## src/rtl/cw_pkg.sv

```systemverilog
package cw_pkg;
  typedef enum logic [3:0] {
    S_IDLE,
    S_REQ_HDR,
    S_WAIT_HDR,
    S_EVAL,
    S_REQ_ID,
    S_WAIT_ID,
    S_REQ_NXT,
    S_WAIT_NXT,
    S_DONE
  } walk_state_e;
endpackage

```

## src/rtl/cw_ptr_filter.sv

```systemverilog
// Clears the alignment bits of a raw link byte and classifies it.
module cw_ptr_filter #(
  parameter int PTR_W      = 8,
  parameter int ALIGN_BITS = 2,
  parameter logic [PTR_W-1:0] CAP_BASE = 8'h40
) (
  input  logic [PTR_W-1:0] raw_i,
  output logic [PTR_W-1:0] ptr_o,
  output logic             is_null_o,
  output logic             is_low_o
);
  localparam logic [PTR_W-1:0] MASK = {{(PTR_W-ALIGN_BITS){1'b1}}, {ALIGN_BITS{1'b0}}};

  always_comb begin
    ptr_o     = raw_i & MASK;
    is_null_o = (ptr_o == '0);
    is_low_o  = !is_null_o && (ptr_o < CAP_BASE);
  end
endmodule

```

## src/rtl/cw_hop_counter.sv

```systemverilog
// Counts visited entries and flags when the limit has been reached.
module cw_hop_counter #(
  parameter int MAX_HOPS = 48,
  localparam int HW = $clog2(MAX_HOPS + 1)
) (
  input  logic clk,
  input  logic rst_n,
  input  logic clr_i,
  input  logic inc_i,
  output logic at_limit_o
);
  logic [HW-1:0] cnt_q, cnt_n;
  logic          cnt_en;

  always_comb begin
    cnt_en = clr_i | inc_i;
    cnt_n  = clr_i ? '0 : cnt_q + 1'b1;
  end

  always_ff @(posedge clk or negedge rst_n) begin
    if (!rst_n)      cnt_q <= '0;
    else if (cnt_en) cnt_q <= cnt_n;
  end

  assign at_limit_o = (cnt_q == HW'(MAX_HOPS));
endmodule

```

## src/rtl/cap_walker.sv

```systemverilog
module cap_walker
  import cw_pkg::*;
#(
  parameter int PTR_W      = 8,
  parameter int ID_W       = 8,
  parameter int MAX_HOPS   = 48,
  parameter int ALIGN_BITS = 2,
  parameter logic [PTR_W-1:0] HDR_OFS  = 8'h34,
  parameter logic [PTR_W-1:0] CAP_BASE = 8'h40
) (
  input  logic             clk,
  input  logic             rst_n,
  input  logic             start_i,
  input  logic [ID_W-1:0]  target_id_i,
  output logic             rd_req_o,
  output logic [PTR_W-1:0] rd_addr_o,
  input  logic [7:0]       rd_data_i,
  input  logic             rd_valid_i,
  output logic             busy_o,
  output logic             done_o,
  output logic             found_o,
  output logic             err_o,
  output logic [PTR_W-1:0] offset_o
);
  walk_state_e      state_q, state_n;
  logic [ID_W-1:0]  tgt_q, tgt_n;
  logic [PTR_W-1:0] raw_q, raw_n;
  logic [PTR_W-1:0] off_q, off_n;
  logic             found_q, found_n;
  logic             err_q, err_n;
  logic             hop_clr, hop_inc, hop_lim;
  logic [PTR_W-1:0] cur_ptr;
  logic             ptr_null, ptr_low;

  cw_ptr_filter #(.PTR_W(PTR_W), .ALIGN_BITS(ALIGN_BITS), .CAP_BASE(CAP_BASE)) u_filt (
    .raw_i(raw_q), .ptr_o(cur_ptr), .is_null_o(ptr_null), .is_low_o(ptr_low)
  );

  cw_hop_counter #(.MAX_HOPS(MAX_HOPS)) u_hops (
    .clk(clk), .rst_n(rst_n), .clr_i(hop_clr), .inc_i(hop_inc), .at_limit_o(hop_lim)
  );

  always_comb begin
    state_n   = state_q;
    tgt_n     = tgt_q;
    raw_n     = raw_q;
    off_n     = off_q;
    found_n   = found_q;
    err_n     = err_q;
    hop_clr   = 1'b0;
    hop_inc   = 1'b0;
    rd_req_o  = 1'b0;
    rd_addr_o = HDR_OFS;
    unique case (state_q)
      S_IDLE: if (start_i) begin
        tgt_n   = target_id_i;
        off_n   = '0;
        found_n = 1'b0;
        err_n   = 1'b0;
        hop_clr = 1'b1;
        state_n = S_REQ_HDR;
      end
      S_REQ_HDR: begin
        rd_req_o = 1'b1;
        state_n  = S_WAIT_HDR;
      end
      S_WAIT_HDR, S_WAIT_NXT: if (rd_valid_i) begin
        raw_n   = rd_data_i;
        state_n = S_EVAL;
      end
      S_EVAL: begin
        if (ptr_null) begin
          state_n = S_DONE;
        end else if (ptr_low || hop_lim) begin
          err_n   = 1'b1;
          state_n = S_DONE;
        end else begin
          hop_inc = 1'b1;
          state_n = S_REQ_ID;
        end
      end
      S_REQ_ID: begin
        rd_req_o  = 1'b1;
        rd_addr_o = cur_ptr;
        state_n   = S_WAIT_ID;
      end
      S_WAIT_ID: if (rd_valid_i) begin
        if (rd_data_i[ID_W-1:0] == tgt_q) begin
          found_n = 1'b1;
          off_n   = cur_ptr;
          state_n = S_DONE;
        end else begin
          state_n = S_REQ_NXT;
        end
      end
      S_REQ_NXT: begin
        rd_req_o  = 1'b1;
        rd_addr_o = cur_ptr + 1'b1;
        state_n   = S_WAIT_NXT;
      end
      S_DONE:  state_n = S_IDLE;
      default: state_n = S_IDLE;
    endcase
  end

  always_ff @(posedge clk or negedge rst_n) begin
    if (!rst_n) begin
      state_q <= S_IDLE;
      tgt_q   <= '0;
      raw_q   <= '0;
      off_q   <= '0;
      found_q <= 1'b0;
      err_q   <= 1'b0;
    end else begin
      state_q <= state_n;
      tgt_q   <= tgt_n;
      raw_q   <= raw_n;
      off_q   <= off_n;
      found_q <= found_n;
      err_q   <= err_n;
    end
  end

  assign busy_o   = (state_q != S_IDLE);
  assign done_o   = (state_q == S_DONE);
  assign found_o  = done_o & found_q;
  assign err_o    = done_o & err_q;
  assign offset_o = off_q;
endmodule

```

## config.mk

```make
export PLATFORM = sky130hd
export DESIGN_NAME = cap_walker
export DESIGN_NICKNAME = d
export VERILOG_FILES = /design/src/rtl/cw_pkg.sv /design/src/rtl/cw_ptr_filter.sv /design/src/rtl/cw_hop_counter.sv /design/src/rtl/cap_walker.sv
export SDC_FILE = /design/constraint.sdc
export NUM_CORES = 1
export LEC_CHECK = 0
export BUFFER_PORTS_ARGS = -buffer_cell sky130_fd_sc_hd__buf_2
export CAP_MARGIN = 20
export CORE_UTILIZATION = 57
export DETAILED_ROUTE_END_ITERATION = 8
export HOLD_SLACK_MARGIN = 0.08
export PLACE_DENSITY = 0.83
export SYNTH_ARGS = -nofsm -noshare
export SYNTH_HDL_FRONTEND = slang
export SYNTH_SLANG_ARGS = --single-unit
export TNS_END_PERCENT = 1
```

## constraint.sdc

```tcl
create_clock -name clk -period 3.1 [get_ports clk]
set_clock_uncertainty 0.2 [all_clocks]
set_input_delay 0.31 -clock clk [delete_from_list [all_inputs] [get_ports clk]]
set_output_delay 0.31 -clock clk [all_outputs]
set_load 0.005 [all_outputs]
```

==> reports/metrics.cfg, run 1 <==
[status]
status = finished, violations left
violations = design-rule violations

[cells_and_area]
area_delta_synth_final_pct = 24.9
n_fill_cell = 196
insertedDiodeCount = 0
final_layout_size_suffix_gt1_share_pct = 19.0
finalNetCount = 273

[clocking]
clkTransAtPathRegs_ns = 0.10
insertion_delay_ns = 0.33
cts.sinks = 32
cts_buffers = 5
ctsHtreeMaxLevel = 2
root_buffer = clkbuf_4
max-clock-path-buffers = 2
cts_setup_buffers = 0
cts_tree = yes
cts_resized = 0

[yosys]
yosysSeqAreaShare_pct = 46.6
synthTopCellsByArea = dfrtp_1, nand2_1, xnor2_1
synth_seq_cells = 32
yosysTopAreaCell = dfrtp_1
synth_flop_cell = dfrtp_1
synthDistinctLibCells = 34
synth_top_area_share_pct = 46.6
synth_edf_count = 0
syn_avg_cell_area_um2 = 8.68
ys_warn_count = 0
async_reset_ff_share_pct = 100
netlist_area_um2 = 1720
synthCells = 198

[setup_path]
crit_arrival_ns = 2.12
reg2reg_slack_ns = 0.94
crit_path_top_delay_cell = nor3b_1
crit_fanout = 15
crit_type = register to output pin
cpPeakStageDelay_ns = 0.81
crit_chain = nor3b_1 -> and2_1 -> buf_2
required_ns = 2.59
startpoint_type = register
end_kind = output pin
reg2regPathDepth = 4

[placement]
place_congestion = 0.818
pre_cts_ws_ns = 0.897
dp_hpwl_um = 2550
portBuffers = 37

[floorplanning]
die_w_um = 56.9
std_cell_rows = 19
die_area_um2 = 3240
fp.dieH_um = 56.9
coreArea_um2 = 2810
ios = 41
start_util_pct = 61.2

[drt]
m1WireLength_um = 1630
routedWlPerCell_um = 13.7
drc = 9
ant_nets = 0
drt-initial-drc-count = 98
routed.top_layer = met4
wl_met3_um = 273
firstDrtPassIters = 6
met2_length_um = 1900
vias = 1585
vias_per_cell = 5.60
routed_wl_um = 3870

[timing]
post-route-period-util_pct = 85.0
min_period_ns = 2.63
fmax_mhz = 380
fin_setup_tns_ns = 0
setup_viol = 0
tightest_slew_ns = 0.928
maxSlewHeadroom_pct = 38.0
finalHoldViolCount = 0
rsz0062_at_grt = no
drv_slew = 0
setup_slack_ns = 0.465

[power_and_ir_drop]
ir_drop_mv = 0.574
p_leak_nw = 1.06
p_per_area_nw_per_um2 = 843

[grt]
overflow = 0
track_usage_pct = 26.6
grt_pass1_vias = 1478
grt_max_degree = 33
grt_first_pass_wirelength_um = 6580
antenna_found_initial = 0

[worst_hold_path]
worstHoldPathType = input port to register
min_path_cells = 3

[flow_run]
cap_violations = 0

==> worst paths after layout <==
kind,start,end
worst min-delay path,rd_valid_i,state_q[3]
worst max register to register,state_q[0],tgt_q[1]
worst max-delay path,state_q[2],rd_addr_o[7]
worst min register to register,found_q,found_q
min in group asynchronous,rst_n,offset_o[2]
max in group asynchronous,rst_n,err_q
==> repair_timing <==
| item | in CTS | in global routing |
|---|---|---|
| endpoints found under the hold margin | 46 | 0 |
| endpoints found under the setup margin | 0 | 0 |
| hold buffers | 15 | 0 |
==> placed cells by master, fill, tap and decap left out, types with 4 or more instances in the layout <==
| master | synthesis | layout |
|---|---|---|
| inv_1 | 12 | 12 |
| o221ai_1 | 7 | 7 |
| nor2_1 | 13 | 13 |
| nand2_1 | 52 | 52 |
| nor4_1 | 4 | 4 |
| nand4_1 | 4 | 4 |
| xnor2_1 | 9 | 9 |
| dlygate4sd3_1 | 0 | 15 |
| a21oi_1 | 5 | 5 |
| and2_1 | 7 | 7 |
| o21ai_0 | 12 | 12 |
| buf_2 | 0 | 37 |
| clkbuf_4 | 0 | 5 |
| dfrtp_1 | 32 | 32 |
==> final cells by class <==
class                   count  area (um2)  area share, %
inverters                  12        45.0           2.10
well taps                  31        38.8           1.81
clock buffers               7        65.1           3.03
repair buffers             53         343           16.0
flip-flops and latches     32         801           37.3
multi-input cells         147         823           38.4
clock inverters             1        30.0           1.40
==> registers in the layout (all words and copies together), names as in the netlist <==
signal and count:
err_q 1, raw_q 6, u_hops.cnt_q 6, offset_o 6
state_q 4, tgt_q 8, found_q 1
==> power breakdown <==
group          internal (mW)  switching [mW]
sequential             0.574           0.171
clock                  0.214           0.146
combinational          0.312           0.392
==> cell usage after synthesis, types with 4 or more instances <==
| library cell | number |
|---|---|
| o21ai_0 | 12 |
| nor2_1 | 13 |
| dfrtp_1 | 32 |
| and2_1 | 7 |
| nand2_1 | 52 |
| nor4_1 | 4 |
| a21oi_1 | 5 |
| o221ai_1 | 7 |
| nand4_1 | 4 |
| xnor2_1 | 9 |
| buf_4 | 6 |
| inv_1 | 12 |
==> metrics by stage <==
step	hold WS [ns]	utilization [%]	cells	total power, mW	cell area [um2]
6_report	0.101	76.5	283	1.81	2150
2_1_floorplan	-0.186	-	200	1.24	1730
3_5_place_dp	0.198	67.8	260	1.43	1900
5_1_grt	0.103	76.5	283	1.96	2150
4_1_cts	0.0918	76.5	283	1.80	2150
3_3_place_gp	0.200	67.8	260	1.40	1900
==> logic make-up after synthesis <==
group                      share of synthesized area, %
other                                             0.218
and+or+nand+nor                                    26.6
AOI/OAI and AO/OA                                  11.4
buffers and inverters                              5.90
xor gates and xnor gates                           6.12
muxes                                              1.75
adders and majority gates                          1.46
DFF                                                46.6
==> worst max-delay path, delay by kind of cell (launching register included) <==
family                 cells  cell delay, ns
buffers and inverters      1            0.12
flip-flops                 1            0.62
AND/OR/NAND/NOR            2            1.05
==> routing by layer <==
| metal | track usage, % | up-vias |
|---|---|---|
| li1 | - | 776 |
| met5 | 0 | - |
| met3 | 7.60 | 7 |
| met1 | 35.8 | 739 |
| met4 | 9.76 | 0 |
| met2 | 41.2 | 63 |
Note: power is estimated with default switching activity, not from simulation.
==> run 2, diff against run 1 <==
Settings changed: CORE_UTILIZATION 57 to 53, PLACE_DENSITY 0.83 to 0.78.
Clock period 3.1 ns to 2.43 ns, I/O delays scaled along.
==> run 2 against run 1 <==
Against the previous run:
- the flow now finishes without violations
- combinational power up 36%
- register-to-register slack worse by 0.57 ns
- largest cell class unchanged
- utilization down 5.6 points
- highest routed layer unchanged
- largest power group is now combinational logic
==> reports/metrics.cfg, run 2 (synthesis results as in run 1) <==
[timing]
rsz0062_at_grt = no  ; unchanged
drv_slew = 0  ; unchanged
fin_setup_tns_ns = 0  ; unchanged
min_period_ns = 2.12
maxSlewHeadroom_pct = 53.4  ; was 38.0%
post-route-period-util_pct = 87.2
whs_ns = 0.195  ; was 0.101 ns
finalHoldViolCount = 0  ; unchanged
setup_viol = 0  ; unchanged
tightest_slew_ns = 0.699  ; was 0.928 ns
fmax_mhz = 472

[cells_and_area]
fin_util_pct = 70.9  ; was 76.5%
regArea_um2 = 801  ; unchanged
final_layout_size_suffix_gt1_share_pct = 19.5  ; was 19.0%
layout.cells.non_filler = 300  ; was 283
multi_input_area_um2 = 830  ; was 823 um2
mostFrequentLayoutCells = nand2_1, buf_2, dfrtp_1  ; unchanged
area_delta_synth_final_pct = 26.0  ; was 24.9%
largest_reg_flops = 8  ; unchanged
regMostFlops = tgt_q  ; unchanged
insertedDiodeCount = 0  ; unchanged
finalNetCount = 277  ; was 273
final_common_cell = nand2_1  ; unchanged
n_fill_cell = 271  ; was 196

[power_and_ir_drop]
p_per_area_nw_per_um2 = 1010  ; was 843 nW/um2
ir_drop_mv = 0.470  ; was 0.574 mV
p_total_mw = 2.20  ; was 1.81 mW
p_leak_nw = 1.06  ; about the same

[drt]
drt-initial-drc-count = 83  ; was 98
routed_wl_um = 3960  ; was 3870 um
routedWlPerCell_um = 13.2  ; was 13.7 um
ant_nets = 0  ; unchanged
vias = 1578  ; was 1585
vias_per_cell = 5.26  ; was 5.60
firstDrtPassIters = 4  ; was 6
drc = 0  ; was 9

[clocking]
clkTransAtPathRegs_ns = 0.09  ; was 0.10 ns
root_buffer = clkbuf_4  ; unchanged
cts_tree = yes  ; unchanged
ctsHtreeMaxLevel = 2  ; unchanged
max-clock-path-buffers = 2  ; unchanged
insertion_delay_ns = 0.33  ; about the same
cts_buffers = 5  ; unchanged
cts.sinks = 32  ; unchanged

[grt]
antenna_found_initial = 0  ; unchanged
grt_max_degree = 33  ; unchanged
overflow = 0  ; unchanged
grt_pass1_vias = 1489  ; was 1478
track_usage_pct = 26.6  ; about the same
grt_first_pass_wirelength_um = 6670  ; was 6580 um

[worst_hold_path]
hp-start = start_i  ; was rd_valid_i
min_path_cells = 5  ; was 3
min_to = state_q[0]  ; was state_q[3]
worstHoldPathType = input port to register  ; unchanged

[setup_path]
reg2regPathDepth = 4  ; unchanged
startpoint_type = register  ; unchanged
crit_type = register to output pin  ; unchanged
reg2reg_to = offset_o[6]  ; was tgt_q[1]
required_ns = 1.99  ; was 2.59 ns
reg2reg_slack_ns = 0.37  ; was 0.94 ns
reg2reg_from = state_q[0]  ; unchanged
end_kind = output pin  ; unchanged
crit_arrival_ns = 1.68  ; was 2.12 ns
startpoint = state_q[0]  ; was state_q[2]
cp_num_buf_inv = 2  ; was 1
crit_fanout = 14  ; was 15
crit_family = flip-flops  ; was simple AND/OR/NAND/NOR gates
cpPeakStageDelay_ns = 0.55  ; was 0.81 ns
crit_path_top_delay_cell = dfrtp_1  ; was nor3b_1
crit_chain = nor4_2 -> inv_1 -> buf_2  ; was nor3b_1 -> and2_1 -> buf_2

[status]
status = finished, final reports clean  ; was finished, violations left

[placement]
portBuffers = 37  ; unchanged
dp_hpwl_um = 2700  ; was 2550 um
placedCellCount = 276  ; was 260
place_congestion = 0.828  ; was 0.818

[flow_run]
cap_violations = 0  ; unchanged

[floorplanning]
std_cell_rows = 20  ; was 19
start_util_pct = 56.3  ; was 61.2%
ios = 41  ; unchanged
die_area_um2 = 3470  ; was 3240 um2
die_w_um = 58.9  ; was 56.9 um
fp.dieH_um = 58.9  ; was 56.9 um
coreArea_um2 = 3050  ; was 2810 um2

run 2: changes by cell type in the layout (fill, tap and decap cells not counted), sizes merged:
cell	previous run	this run
buf	38	41
bufinv	1	0
dlygate4sd3	15	16
clkbuf	7	8
run 2: power by group:
group          internal, mW  total [mW]  switching, mW
logic                 0.430       0.954          0.524
registers             0.732       0.930          0.198
clock network         0.143       0.312          0.169
total                  1.30        2.20          0.892
run 2: area by class of cell:
class	instances	share of cell area [%]
clock buffer	8	2.72
tap	44	2.54
inverter	12	2.08
sequential	32	37.0
multi-input combinational	147	38.3
timing repair buffer	57	17.3
run 2: through the flow:
stage          setup WS, ns  area [um2]
6_report              0.310        2160
5_1_grt               0.185        2160
4_1_cts               0.150        2160
3_5_place_dp          0.402        1940
3_3_place_gp          0.479        1940
2_1_floorplan         0.749        1730
run 2: worst reg2reg max path, delay by kind of cell (launching register included):
kind / cells / cell delay [ns]
DFF: 1 / 0.63
and+or+nand+nor: 3 / 0.85
AOI/OAI and AO/OA: 1 / 0.29
run 2: timing repair:
item / in CTS / in global routing
hold buffers: 16 / 0
gates resized for setup: 0 / 1
buffers inserted: 0 / 0
endpoints found under the hold margin: 49 / 0
setup endpoints to repair: 0 / 1
run 2: worst max path at each step:
stage | end | slack (ns) | cells after the start
floorplan | rd_addr_o[0] | 0.75 | 3
global placement | tgt_q[3] | 0.48 | 4
detailed placement | tgt_q[3] | 0.40 | 4
CTS | busy_o | 0.15 | 3
global route | busy_o | 0.19 | 3
finish | busy_o | 0.31 | 3
run 2: routing by layer:
| metal | vias to the layer above | track usage, % | share of wire, % |
|---|---|---|---|
| met2 | 55 | 42.7 | 49 |
| met3 | 9 | 7.69 | 5.6 |
| met5 | - | 0 | 0 |
| met4 | 0 | 11.2 | 1.9 |
| met1 | 733 | 33.7 | 43 |
| li1 | 781 | - | - |
